<file path="src/rtl/i2c_rel_pkg.sv">
package i2c_rel_pkg;
  typedef enum logic [2:0] {
    ACT_NONE,
    ACT_EXIT,
    ACT_ABORT,
    ACT_STOP,
    ACT_START,
    ACT_LOAD,
    ACT_REL
  } rel_act_e;
endpackage

</file>
<file path="src/rtl/i2c_rel_arb.sv">
module i2c_rel_arb
  import i2c_rel_pkg::*;
(
  input  logic     enable_i,
  input  logic     master_i,
  input  logic     wake_i,
  input  logic     wait_q_i,
  input  logic     done_q_i,
  input  logic     bus_exit_i,
  input  logic     stop_set_i,
  input  logic     start_set_i,
  input  logic     data_wr_i,
  input  logic     rel_set_i,
  output rel_act_e act_o,
  output logic     rel_acc_o
);
  logic stop_ok, start_ok;
  assign stop_ok  = stop_set_i  & master_i;
  assign start_ok = start_set_i & master_i;

  always_comb begin
    act_o = ACT_NONE;
    if (bus_exit_i)                   act_o = ACT_EXIT;
    else if (!enable_i)               act_o = (wait_q_i | done_q_i) ? ACT_ABORT : ACT_NONE;
    else if (done_q_i)                act_o = ACT_NONE;  // one release per wait
    else if (wait_q_i && wake_i)      act_o = ACT_NONE;  // wakeup mode freezes wait
    else if (stop_ok)                 act_o = ACT_STOP;
    else if (start_ok)                act_o = ACT_START;
    else if (data_wr_i)               act_o = ACT_LOAD;
    else if (rel_set_i && wait_q_i)   act_o = ACT_REL;
  end

  assign rel_acc_o = wait_q_i &&
                     (act_o inside {ACT_STOP, ACT_START, ACT_LOAD, ACT_REL});
endmodule

</file>
<file path="src/rtl/i2c_rel_state.sv">
module i2c_rel_state
  import i2c_rel_pkg::*;
(
  input  logic     clk_i,
  input  logic     rst_ni,
  input  logic     enable_i,
  input  logic     wait_enter_i,
  input  rel_act_e act_i,
  input  logic     rel_acc_i,
  output logic     wait_q_o,
  output logic     done_q_o
);
  always_ff @(posedge clk_i or negedge rst_ni) begin
    if (!rst_ni) begin
      wait_q_o <= 1'b0;
      done_q_o <= 1'b0;
    end else if (!enable_i || act_i == ACT_EXIT) begin
      wait_q_o <= 1'b0;
      done_q_o <= 1'b0;
    end else if (wait_enter_i) begin
      wait_q_o <= 1'b1;
      done_q_o <= 1'b0;
    end else if (rel_acc_i) begin
      wait_q_o <= 1'b0;
      done_q_o <= 1'b1;
    end
  end
endmodule

</file>
<file path="src/rtl/i2c_tx_shift.sv">
module i2c_tx_shift #(
  parameter int DW = 8
) (
  input  logic          clk_i,
  input  logic          rst_ni,
  input  logic          clr_i,
  input  logic          load_i,
  input  logic [DW-1:0] data_i,
  input  logic          shift_i,
  output logic          bit_o
);
  logic [DW-1:0] sh_q;

  always_ff @(posedge clk_i or negedge rst_ni) begin
    if (!rst_ni)      sh_q <= '1;
    else if (clr_i)   sh_q <= '1;
    else if (load_i)  sh_q <= data_i;
    else if (shift_i) sh_q <= {sh_q[DW-2:0], 1'b1};
  end

  assign bit_o = sh_q[DW-1];
endmodule

</file>
<file path="src/rtl/i2c_wait_release_ctrl.sv">
module i2c_wait_release_ctrl
  import i2c_rel_pkg::*;
#(
  parameter int DW = 8
) (
  input  logic          clk_i,
  input  logic          rst_ni,
  input  logic          enable_i,
  input  logic          master_i,
  input  logic          wake_i,
  input  logic          wait_enter_i,
  input  logic          data_wr_i,
  input  logic [DW-1:0] data_i,
  input  logic          rel_set_i,
  input  logic          start_set_i,
  input  logic          stop_set_i,
  input  logic          bus_exit_i,
  input  logic          shift_i,
  output logic          scl_hold_o,
  output logic          sda_o,
  output logic          tx_load_o,
  output logic          restart_req_o,
  output logic          stop_req_o,
  output logic          bus_free_o,
  output logic          abort_o
);
  rel_act_e act;
  logic     rel_acc, wait_q, done_q, sh_clr, sh_en;

  i2c_rel_arb u_arb (
    .enable_i   (enable_i),
    .master_i   (master_i),
    .wake_i     (wake_i),
    .wait_q_i   (wait_q),
    .done_q_i   (done_q),
    .bus_exit_i (bus_exit_i),
    .stop_set_i (stop_set_i),
    .start_set_i(start_set_i),
    .data_wr_i  (data_wr_i),
    .rel_set_i  (rel_set_i),
    .act_o      (act),
    .rel_acc_o  (rel_acc)
  );

  i2c_rel_state u_state (
    .clk_i       (clk_i),
    .rst_ni      (rst_ni),
    .enable_i    (enable_i),
    .wait_enter_i(wait_enter_i),
    .act_i       (act),
    .rel_acc_i   (rel_acc),
    .wait_q_o    (wait_q),
    .done_q_o    (done_q)
  );

  assign sh_clr = !enable_i || act == ACT_EXIT;
  assign sh_en  = shift_i && enable_i;

  i2c_tx_shift #(.DW(DW)) u_shift (
    .clk_i  (clk_i),
    .rst_ni (rst_ni),
    .clr_i  (sh_clr),
    .load_i (act == ACT_LOAD),
    .data_i (data_i),
    .shift_i(sh_en),
    .bit_o  (sda_o)
  );

  always_ff @(posedge clk_i or negedge rst_ni) begin
    if (!rst_ni) begin
      tx_load_o     <= 1'b0;
      restart_req_o <= 1'b0;
      stop_req_o    <= 1'b0;
      bus_free_o    <= 1'b0;
      abort_o       <= 1'b0;
    end else begin
      tx_load_o     <= act == ACT_LOAD;
      restart_req_o <= act == ACT_START;
      stop_req_o    <= act == ACT_STOP;
      bus_free_o    <= act == ACT_EXIT;
      abort_o       <= act == ACT_ABORT;
    end
  end

  assign scl_hold_o = wait_q;
endmodule

</file>
<file path="config.mk">
export PLATFORM = sky130hd
export DESIGN_NAME = i2c_wait_release_ctrl
export DESIGN_NICKNAME = d
export VERILOG_FILES = /design/src/rtl/i2c_rel_pkg.sv /design/src/rtl/i2c_rel_arb.sv /design/src/rtl/i2c_rel_state.sv /design/src/rtl/i2c_tx_shift.sv /design/src/rtl/i2c_wait_release_ctrl.sv
export SDC_FILE = /design/constraint.sdc
export NUM_CORES = 1
export LEC_CHECK = 0
export BUFFER_PORTS_ARGS = -buffer_cell sky130_fd_sc_hd__buf_2
export CAP_MARGIN = 20
export CORE_AREA = 4 4 51 53
export DETAILED_ROUTE_END_ITERATION = 8
export DIE_AREA = 0 0 55 57
export GPL_ROUTABILITY_DRIVEN = 0
export GPL_TIMING_DRIVEN = 0
export SYNTH_ARGS = -nofsm -noshare
export SYNTH_HDL_FRONTEND = slang
export SYNTH_SLANG_ARGS = --single-unit
export TNS_END_PERCENT = 20
</file>
<file path="constraint.sdc">
create_clock -name clk_i -period 1.39 [get_ports clk_i]
set_input_delay 0.0695 -clock clk_i [delete_from_list [all_inputs] [get_ports clk_i]]
set_output_delay 0.0695 -clock clk_i [all_outputs]
set_load 0.02 [all_outputs]
</file>
* Word level (Yosys, flattened, before mapping) *
Index checks and enable logic that the tools add are counted.
Widths: inputs -> output; s select.

cells by class
  reduce and logical (&&, ||, !) cells = 9
  muxes and demuxes = 18
  bitwise operators = 3
  eq/ne operators = 6

operators with widths
  cell                number
  $mux 3              8
  $mux 8              3
  $eq 3x3->1 const B  3
  $eq 3x2->1 const B  2
  $mux 1              6
  $reduce_bool 3->1   2
  $logic_and 1x1->1   4
  $reduce_bool 4->1   1
  $eq 3x1->1 const B  1
  $and 1x1->1         2
  $mux 2              1
  $logic_not 1->1     1
  $logic_or 1x1->1    1
  $or 1x1->1          1

storage, ports and cells
  word-level logic and storage cells = 44
  input port bits = 20
  register bits = 15
  output and inout port bits = 7

* Longest topological paths before layout *
Gate-level depths: netlist of run 1.

  word-level depth = 15
  depth in mapped cells = 6
  mapped depth without buffers = 4

* Hierarchy *
From an unflattened synthesis of run 1, not the netlist that was laid out.

unflattened totals
  cells, all modules = 70
  area total of the unflattened synthesis = 805.8 µm²

by module, submodules not included
  module                 seq. area each (µm²)  times used  area each (µm²)  cells each
  i2c_tx_shift           210.2                 1           391.6            30
  i2c_wait_release_ctrl  125.1                 1           183.9            13
  i2c_rel_arb            0.0                   1           117.6            18
  i2c_rel_state          50.0                  1           112.6            9

* Worst setup path before layout of run 1 *
OpenSTA, ideal clock, no wires.

  path type = reg2reg
  start = reg u_state.wait_q_o
  end = reg u_shift.sh_q[6]
  cell stages (with the launch flop) = 5
  library setup time = 0.083 ns
  clock period less this slack = 1.565 ns
  path buffers = 0
  path slack = -0.175 ns
  data arrival time = 1.481 ns
  path through = dfrtp_1 a21oi_2 a41oi_1 and2_1 o32a_1

between the ends
  cells in the longest elaborated chain, start to end = 12
  elaborated cells on any way between the ends = 18
  classes of those cells = eq/ne (2); mux (11); bitwise (1); reduce/logical (4)

ends and longest elaborated chain
  element                                             line                                                      RTL
  from (decl)                                         i2c_rel_state.sv:10                                       output logic wait_q_o,
  from (signal assigned)                              i2c_rel_state.sv:15                                       wait_q_o <= 1'b0;
  from (signal assigned)                              i2c_rel_state.sv:18                                       wait_q_o <= 1'b0;
  from (signal assigned)                              i2c_rel_state.sv:21                                       wait_q_o <= 1'b1;
  $logic_and 1x1->1                                   i2c_rel_arb.sv:30                                         else if (rel_set_i && wait_q_i) act_o = ACT_REL;
  $mux 3                                              i2c_rel_arb.sv:30
  $mux 3                                              i2c_rel_arb.sv:29                                         else if (data_wr_i) act_o = ACT_LOAD;
  $mux 3                                              i2c_rel_arb.sv:28                                         else if (start_ok) act_o = ACT_START;
  $mux 3                                              i2c_rel_arb.sv:27                                         else if (stop_ok) act_o = ACT_STOP;
  $mux 3                                              i2c_rel_arb.sv:26                                         else if (wait_q_i && wake_i) act_o = ACT_NONE;
  $mux 3                                              i2c_rel_arb.sv:25                                         else if (done_q_i) act_o = ACT_NONE;
  $mux 3 *                                            i2c_rel_arb.sv:24                                         else if (!enable_i) act_o = (wait_q_i | done_q_i) ? ACT_ABORT : ACT_NONE;
  $mux 3 *                                            i2c_rel_arb.sv:23                                         if (bus_exit_i) act_o = ACT_EXIT;
  $eq 3x3->1 / $eq 3x1->1 (equally long branches)     i2c_wait_release_ctrl.sv:63, i2c_wait_release_ctrl.sv:56
  $mux 8 / $logic_or 1x1->1 (equally long branches)   i2c_tx_shift.sv:17, i2c_wait_release_ctrl.sv:56
  $mux 8 / $reduce_bool 3->1 (equally long branches)  -
  to (signal assigned)                                i2c_tx_shift.sv:17                                        else if (load_i) sh_q <= data_i;
  to (signal assigned)                                i2c_tx_shift.sv:18                                        else if (shift_i) sh_q <= {sh_q[DW-2:0], 1'b1};
  to (decl)                                           i2c_tx_shift.sv:12                                        logic [DW-1:0] sh_q;

Every way passes the cells marked *; elsewhere a longest branch is shown, timed or not.
A chain may end at the register's enable or synchronous reset.

* Worst setup path in the final report of run 1 *
  start = reg u_state.wait_q_o
  end = reg abort_o

between the ends
  cells in the longest elaborated chain, start to end = 10
  elaborated cells on any way between the ends = 13
  classes of those cells = eq/ne (1); mux (9); bitwise (1); reduce/logical (2)

ends and longest elaborated chain
  element               line                         RTL
  $logic_and 1x1->1     i2c_rel_arb.sv:30
  $mux 3                i2c_rel_arb.sv:30
  $mux 3                i2c_rel_arb.sv:29
  $mux 3                i2c_rel_arb.sv:28
  $mux 3                i2c_rel_arb.sv:27
  $mux 3                i2c_rel_arb.sv:26
  $mux 3                i2c_rel_arb.sv:25
  $mux 3 *              i2c_rel_arb.sv:24
  $mux 3 *              i2c_rel_arb.sv:23
  $eq 3x2->1 *          i2c_wait_release_ctrl.sv:81  abort_o <= act == ACT_ABORT;
  to (signal assigned)  i2c_wait_release_ctrl.sv:75  abort_o <= 1'b0;
  to (signal assigned)  i2c_wait_release_ctrl.sv:81
  to (decl)             i2c_wait_release_ctrl.sv:25  output logic abort_o

Marked as above.

==> results of run 1 <==
[what timing repair did]
item                       4_1_cts  5_1_grt
buffers inserted                 2        1
hold buffers                     2        0
cloned                           0        1
pin swaps                        6        6
resized for setup                3        5
hold endpoints to repair        16        0
setup endpoints to repair       12       12
[state kept, by name (all words and copies together), names as in the netlist]
signal            flops
u_shift.sh_q          8
abort_o               1
bus_free_o            1
restart_req_o         1
stop_req_o            1
tx_load_o             1
u_state.done_q_o      1
u_state.wait_q_o      1
[final cells by class]
cell class                      instances  area [sq um]
Clock inverter                          1          5.00
Fill cell                             205          1050
Sequential cell                        15           387
Multi-Input combinational cell         53           435
Timing Repair Buffer                   31           176
Buffer                                  3          26.3
Clock buffer                            3          22.5
Tap cell                               28          35.0
Inverter                                3          11.3
[stage by stage]
stage          total power [uW]  setup TNS (ns)  utilization
2_1_floorplan               583          -0.159            -
3_3_place_gp                649          -0.992        0.460
3_5_place_dp                652           -1.16        0.460
4_1_cts                     913          -0.899        0.497
5_1_grt                     968           -1.53        0.511
6_report                    909          -0.828        0.511
[per-layer routing]
layer / global-route usage / up-vias / routed length, um
li1: - / 351 / -
met1: 0.182 / 338 / 825
met2: 0.181 / 21 / 832
met3: 0.0235 / 2 / 100
met4: 0.0625 / 0 / 21
met5: 0 / - / 0
[worst min-delay path: stages]
cell and delay [ns]:
buf_6 0.11, nand3b_1 0.08, o21a_1 0.10
[how the worst max path moves through the flow]
stage / slack, ns / end / startpoint
finish: -0.1 / abort_o$_DFF_PN0_ / u_state.wait_q_o$_DFFE_PN0P_
CTS: -0.11 / u_shift.sh_q[5]$_DFFE_PN1P_ / u_state.wait_q_o$_DFFE_PN0P_
global route: -0.16 / abort_o$_DFF_PN0_ / u_state.wait_q_o$_DFFE_PN0P_
global placement: -0.13 / u_shift.sh_q[5]$_DFFE_PN1P_ / u_state.wait_q_o$_DFFE_PN0P_
detailed placement: -0.16 / u_state.wait_q_o$_DFFE_PN0P_ / u_state.wait_q_o$_DFFE_PN0P_
floorplan: -0.02 / u_shift.sh_q[1]$_DFFE_PN1P_ / u_state.wait_q_o$_DFFE_PN0P_
[power by group through the flow]
stage	Combinational (uW)	Sequential [uW]	Clock, uW
final	189	478	241
after global routing	210	481	277
after CTS	182	478	253
after detailed placement	165	487	0
after global placement	162	486	0
after floorplan	86.2	497	0
[layout by cell type (no fill, tap or decap), drive strengths merged]
cell type    Yosys  final
a2111oi          1      1
a211oi           1      1
a21boi           1      1
a21oi            4      4
a221o            1      1
a31oi            1      1
a41oi            1      1
and2            15     15
and3             1      1
and3b            1      1
and4             1      1
buf              2     31
clkbuf           1      4
clkinv           0      1
dfrtp            7      7
dfstp            8      8
dlygate4sd3      0      2
inv              3      3
nand2            2      2
nand3            2      2
nand3b           2      2
nand4            2      2
nor2             1      1
nor2b            1      1
nor3b            1      1
o211ai           1      1
o21a             2      2
o21ai            2      2
o31a             1      1
o32a             7      7
or3              1      1
[cell families after synthesis]
family	share of synthesized area
and+or+nand+nor	0.239
AOI/OAI and AO/OA	0.240
buffers and inverters	0.0462
DFF	0.475
==> results.json, run 1 <==
{
  "status": "finished, violations left",
  "violations": "negative setup slack",
  "power_per_cell_area_mw_per_mm2": 827,
  "synth.area.top_cells": "dfstp_2 (26%), dfrtp_1 (22%), and2_1 (12%)",
  "max_slew_margin": 0.707,
  "final-hold-violation-count": 0,
  "place_inst": 127,
  "grt_max_degree": 16,
  "yosysSeqAreaShare": 0.475,
  "wl_mm": 1.78,
  "antenna_found_initial": 0,
  "drive_gt1_frac": 0.477,
  "end_kind": "flop",
  "p_int_uw": 665,
  "crit_cells": 5,
  "critPathTopFamily": "simple AND/OR/NAND/NOR gates",
  "start_util": 0.378,
  "cts_tree": "done",
  "switching_share": 0.268,
  "maxCapViolations": 0,
  "r2r_slack_ns": -0.1,
  "io_pins": 27,
  "synth_top_area_frac": 0.259,
  "fin_nets": 130,
  "synth_edf_count": 0,
  "ant_nets": 0,
  "cts_buffers": 3,
  "whs_path_depth": 3,
  "rr_endpoint": "abort_o$_DFF_PN0_",
  "min_to": "u_shift.sh_q[0]$_DFFE_PN1P_",
  "htree_levels": 1,
  "area_delta_synth_final_pct": 35.3,
  "clock-sinks": 15,
  "ys_ff_latch": 15,
  "ir_drop_mv": 0.364,
  "pre_cts_ws_ns": -0.164,
  "pwr-share-seq": 0.526,
  "period_minus_slack_ns": 1.49,
  "yosys-top-cells-count": "and2_1 (15), dfstp_2 (8), dfrtp_1 (7), o32a_1 (7), inv_1 (3)",
  "ys_types": 31,
  "hold_class": "primary input to flop",
  "firstDrtPassIters": 4,
  "die_height_um": 57,
  "wl_per_cell_um": 13.0,
  "crit_type": "flop to flop",
  "drt_iter0_drc": 12,
  "p_leak_uw": 0.000485,
  "numPortBuffers": 25,
  "hpwl_mm": 1.26,
  "switchingPower_uw": 244,
  "crit_required_ns": 1.57,
  "rsz0062_at_grt": "yes",
  "holdWs_ns": 0.0806,
  "finalCritPeriodShare": 1.07,
  "hold_start": "enable_i",
  "vias_per_cell": 5.20,
  "setup_viol": 9,
  "synth_cells": 74,
  "slew_viol_final": 0,
  "stdcell_area_sq_mm": 0.00110,
  "synth_nets": 94,
  "final_cells": 137,
  "worstSetupStartpointType": "flop",
  "grt_usage": 0.127,
  "ctsLongestPathBuffers": 2,
  "dpl-instance-area_sq_um": 988,
  "reg2reg_depth": 5,
  "fin_skew_ns": 0.00391,
  "syn_area_per_cell_sq_um": 11.0,
  "clkPwrFrac": 0.266,
  "dieArea_sq_mm": 0.00314,
  "clkSlewWorstSetupHoldPaths_ns": 0.09,
  "r2r-start": "u_state.wait_q_o$_DFFE_PN0P_",
  "path_cells": "a21oi_4 -> buf_4 -> nand4_1 -> and3b_1 -> and3_1",
  "grt_pass1_vias": 684,
  "arrival_ns": 1.66,
  "global_route.overflow_total": 0,
  "synth-async-reset-ratio": 1.00,
  "cp_num_buf_inv": 1,
  "synthFlopType": "dfstp_2",
  "cp_max_fo": 6,
  "worst_slew_pin_slew_ns": 0.439,
  "core_sq_mm": 0.00215,
  "cts-root-buf": "clkbuf_4",
  "die_w_um": 55,
  "synth_most_common_cell": "and2_1",
  "cpPeakStageDelay_ns": 0.45,
  "clk_latency_ns": 0.28,
  "setup_ws_ns": -0.0969,
  "pwr-share-comb": 0.208,
  "synth_top_cell_by_area": "dfstp_2",
  "synth_area_sq_um": 812,
  "grt_pass1_wl_mm": 2.97,
  "clock.fmax_mhz": 673,
  "route.vias.total": 712,
  "slowest_stage": "dfrtp_2",
  "rows": 17,
  "drc": 0,
  "antenna_cells": 0,
  "yosysWarnings": 0
}
(Power assumes the default switching activity.)
==> run 2: changes to the inputs <==
--- a/config.mk
+++ b/config.mk
@@ -12,6 +12,7 @@
 export DIE_AREA = 0 0 55 57
 export GPL_ROUTABILITY_DRIVEN = 0
 export GPL_TIMING_DRIVEN = 0
+export PLACE_DENSITY = 0.77
 export SYNTH_ARGS = -nofsm -noshare
 export SYNTH_HDL_FRONTEND = slang
 export SYNTH_SLANG_ARGS = --single-unit
==> run 2 against run 1 <==
Against the previous run: the run still ends with negative setup slack left; critical path depth stayed put; design area stayed put; sequential share of layout area is 0.11 points higher; clock power is 6% higher; combinational power is 4% higher; count of clock-buffer cells in the layout is 1 higher; critical endpoint unchanged; largest cell class unchanged; largest power group unchanged; highest routed layer unchanged.
==> results.json, run 2 (synthesized netlist as in run 1, its figures left out) <==
{
  "grt_max_degree": 16,
  "die_w_um": 55,
  "finalCritPeriodShare": 1.08,
  "htree_levels": 1,
  "hold_start": "wait_enter_i",
  "clk_latency_ns": 0.29,
  "crit_required_ns": 1.57,
  "crit_type": "flop to flop",
  "worst_slew_pin_slew_ns": 0.515,
  "numPortBuffers": 25,
  "slowest_stage": "dfrtp_2",
  "firstDrtPassIters": 4,
  "cts_buffers": 3,
  "drive_gt1_frac": 0.477,
  "reg2reg_depth": 5,
  "clock-sinks": 15,
  "ant_nets": 0,
  "worstSetupStartpointType": "flop",
  "rr_endpoint": "abort_o$_DFF_PN0_",
  "global_route.overflow_total": 0,
  "setup_viol": 11,
  "ir_drop_mv": 0.377,
  "setup_ws_ns": -0.114,
  "status": "finished, violations left",
  "drt_iter0_drc": 22,
  "route.vias.total": 751,
  "clkPwrFrac": 0.275,
  "p_leak_uw": 0.000486,
  "start_util": 0.378,
  "final-hold-violation-count": 0,
  "cts_tree": "done",
  "cp_max_fo": 5,
  "final_common_cell": "buf_2",
  "pre_cts_ws_ns": -0.162,
  "dieArea_sq_mm": 0.00314,
  "power_per_cell_area_mw_per_mm2": 847,
  "grt_pass1_vias": 730,
  "hpwl_mm": 1.38,
  "rows": 17,
  "rsz0062_at_grt": "yes",
  "whs_path_depth": 3,
  "pwr-share-comb": 0.211,
  "p_int_uw": 670,
  "layout_common_cells": "buf_2 (26), and2_1 (15), dfstp_2 (8)",
  "grt_usage": 0.142,
  "period_minus_slack_ns": 1.50,
  "path_cells": "a21oi_4 -> buf_12 -> nand4_1 -> and3b_1 -> and3_1",
  "place_inst": 127,
  "crit_cells": 5,
  "wl_mm": 2.18,
  "violations": "negative setup slack",
  "r2r_slack_ns": -0.11,
  "switchingPower_uw": 261,
  "clock.fmax_mhz": 665,
  "die_height_um": 57,
  "fin_nets": 130,
  "hold_class": "primary input to flop",
  "r2r-start": "u_state.wait_q_o$_DFFE_PN0P_",
  "fin_skew_ns": 0.00451,
  "cpPeakStageDelay_ns": 0.45,
  "final_cells": 137,
  "pwr-share-seq": 0.514,
  "critPathTopFamily": "simple AND/OR/NAND/NOR gates",
  "end_kind": "flop",
  "area_delta_synth_final_pct": 35.3,
  "antenna_cells": 0,
  "grt_pass1_wl_mm": 3.22,
  "io_pins": 27,
  "regMostFlops": "u_shift.sh_q",
  "largest_reg_flops": 8,
  "maxCapViolations": 0,
  "max_slew_margin": 0.656,
  "clkSlewWorstSetupHoldPaths_ns": 0.09,
  "cts-root-buf": "clkbuf_4",
  "switching_share": 0.280,
  "drc": 0,
  "antenna_found_initial": 0,
  "vias_per_cell": 5.48,
  "cp_num_buf_inv": 1,
  "min_to": "u_state.wait_q_o$_DFFE_PN0P_",
  "ctsLongestPathBuffers": 2,
  "arrival_ns": 1.69,
  "slew_viol_final": 0,
  "core_sq_mm": 0.00215,
  "wl_per_cell_um": 15.9
}
==> run 2: cell count changes in the layout (fill, tap and decap cells not counted), sizes merged <==
cell and change:
buf +1, clkbuf +1, clkinv -1, dlygate4sd3 -1
==> run 2: how the worst max path moves through the flow <==
stage | start | to | slack (ns)
4_1_cts | u_state.wait_q_o$_DFFE_PN0P_ | u_shift.sh_q[7]$_DFFE_PN1P_ | -0.08
6_report | u_state.wait_q_o$_DFFE_PN0P_ | abort_o$_DFF_PN0_ | -0.11
2_1_floorplan | u_state.wait_q_o$_DFFE_PN0P_ | u_shift.sh_q[1]$_DFFE_PN1P_ | -0.02
3_5_place_dp | u_state.wait_q_o$_DFFE_PN0P_ | u_state.wait_q_o$_DFFE_PN0P_ | -0.16
5_1_grt | u_state.wait_q_o$_DFFE_PN0P_ | abort_o$_DFF_PN0_ | -0.18
3_3_place_gp | u_state.wait_q_o$_DFFE_PN0P_ | u_state.wait_q_o$_DFFE_PN0P_ | -0.11
==> run 2: worst min-delay path, stage by stage <==
cell     delay, ns
buf_2         0.09
nand2_1       0.05
o21ai_1       0.07
==> run 2: power by group through the flow <==
stage	clock, uW	sequential, uW	combinational, uW
final	256	479	197
after global routing	282	481	214
after CTS	263	478	188
after detailed placement	0	488	166
after global placement	0	486	160
after floorplan	0	497	86.2
==> run 2: stage by stage <==
step | setup TNS (ns) | utilization | hold slack [ns] | total power, uW | cell area, sq um
2_1_floorplan | -0.159 | - | -0.226 | 583 | 828
3_3_place_gp | -0.811 | 0.460 | -0.0186 | 646 | 988
3_5_place_dp | -1.13 | 0.460 | -0.00570 | 653 | 988
4_1_cts | -0.663 | 0.505 | 0.00407 | 930 | 1080
5_1_grt | -1.43 | 0.511 | 0.0256 | 976 | 1100
6_report | -0.738 | 0.511 | 0.0125 | 931 | 1100
==> run 2: timing repair <==
item                                    4_1_cts  5_1_grt
endpoints found under the setup margin       12       12
hold buffers                                  1        0
hold endpoints to repair                     15        0
pin swaps                                    12        1
gates cloned                                  1        0
gates resized for setup                       5        2
buffers inserted                              3        1
==> run 2: layer usage <==
layer / track usage / routed length (um)
met5: 0 / 0
met4: 0.0938 / 74
met3: 0.0157 / 129
met2: 0.238 / 1130
met1: 0.164 / 846
==> run 2: cell type report <==
class                           count  area (sq um)
Fill cell                         195          1050
Multi-Input combinational cell     53           429
Sequential cell                    15           388
Timing Repair Buffer               31           183
Tap cell                           28          35.0
Clock buffer                        4          26.3
Buffer                              3          26.3
Inverter                            3          11.3
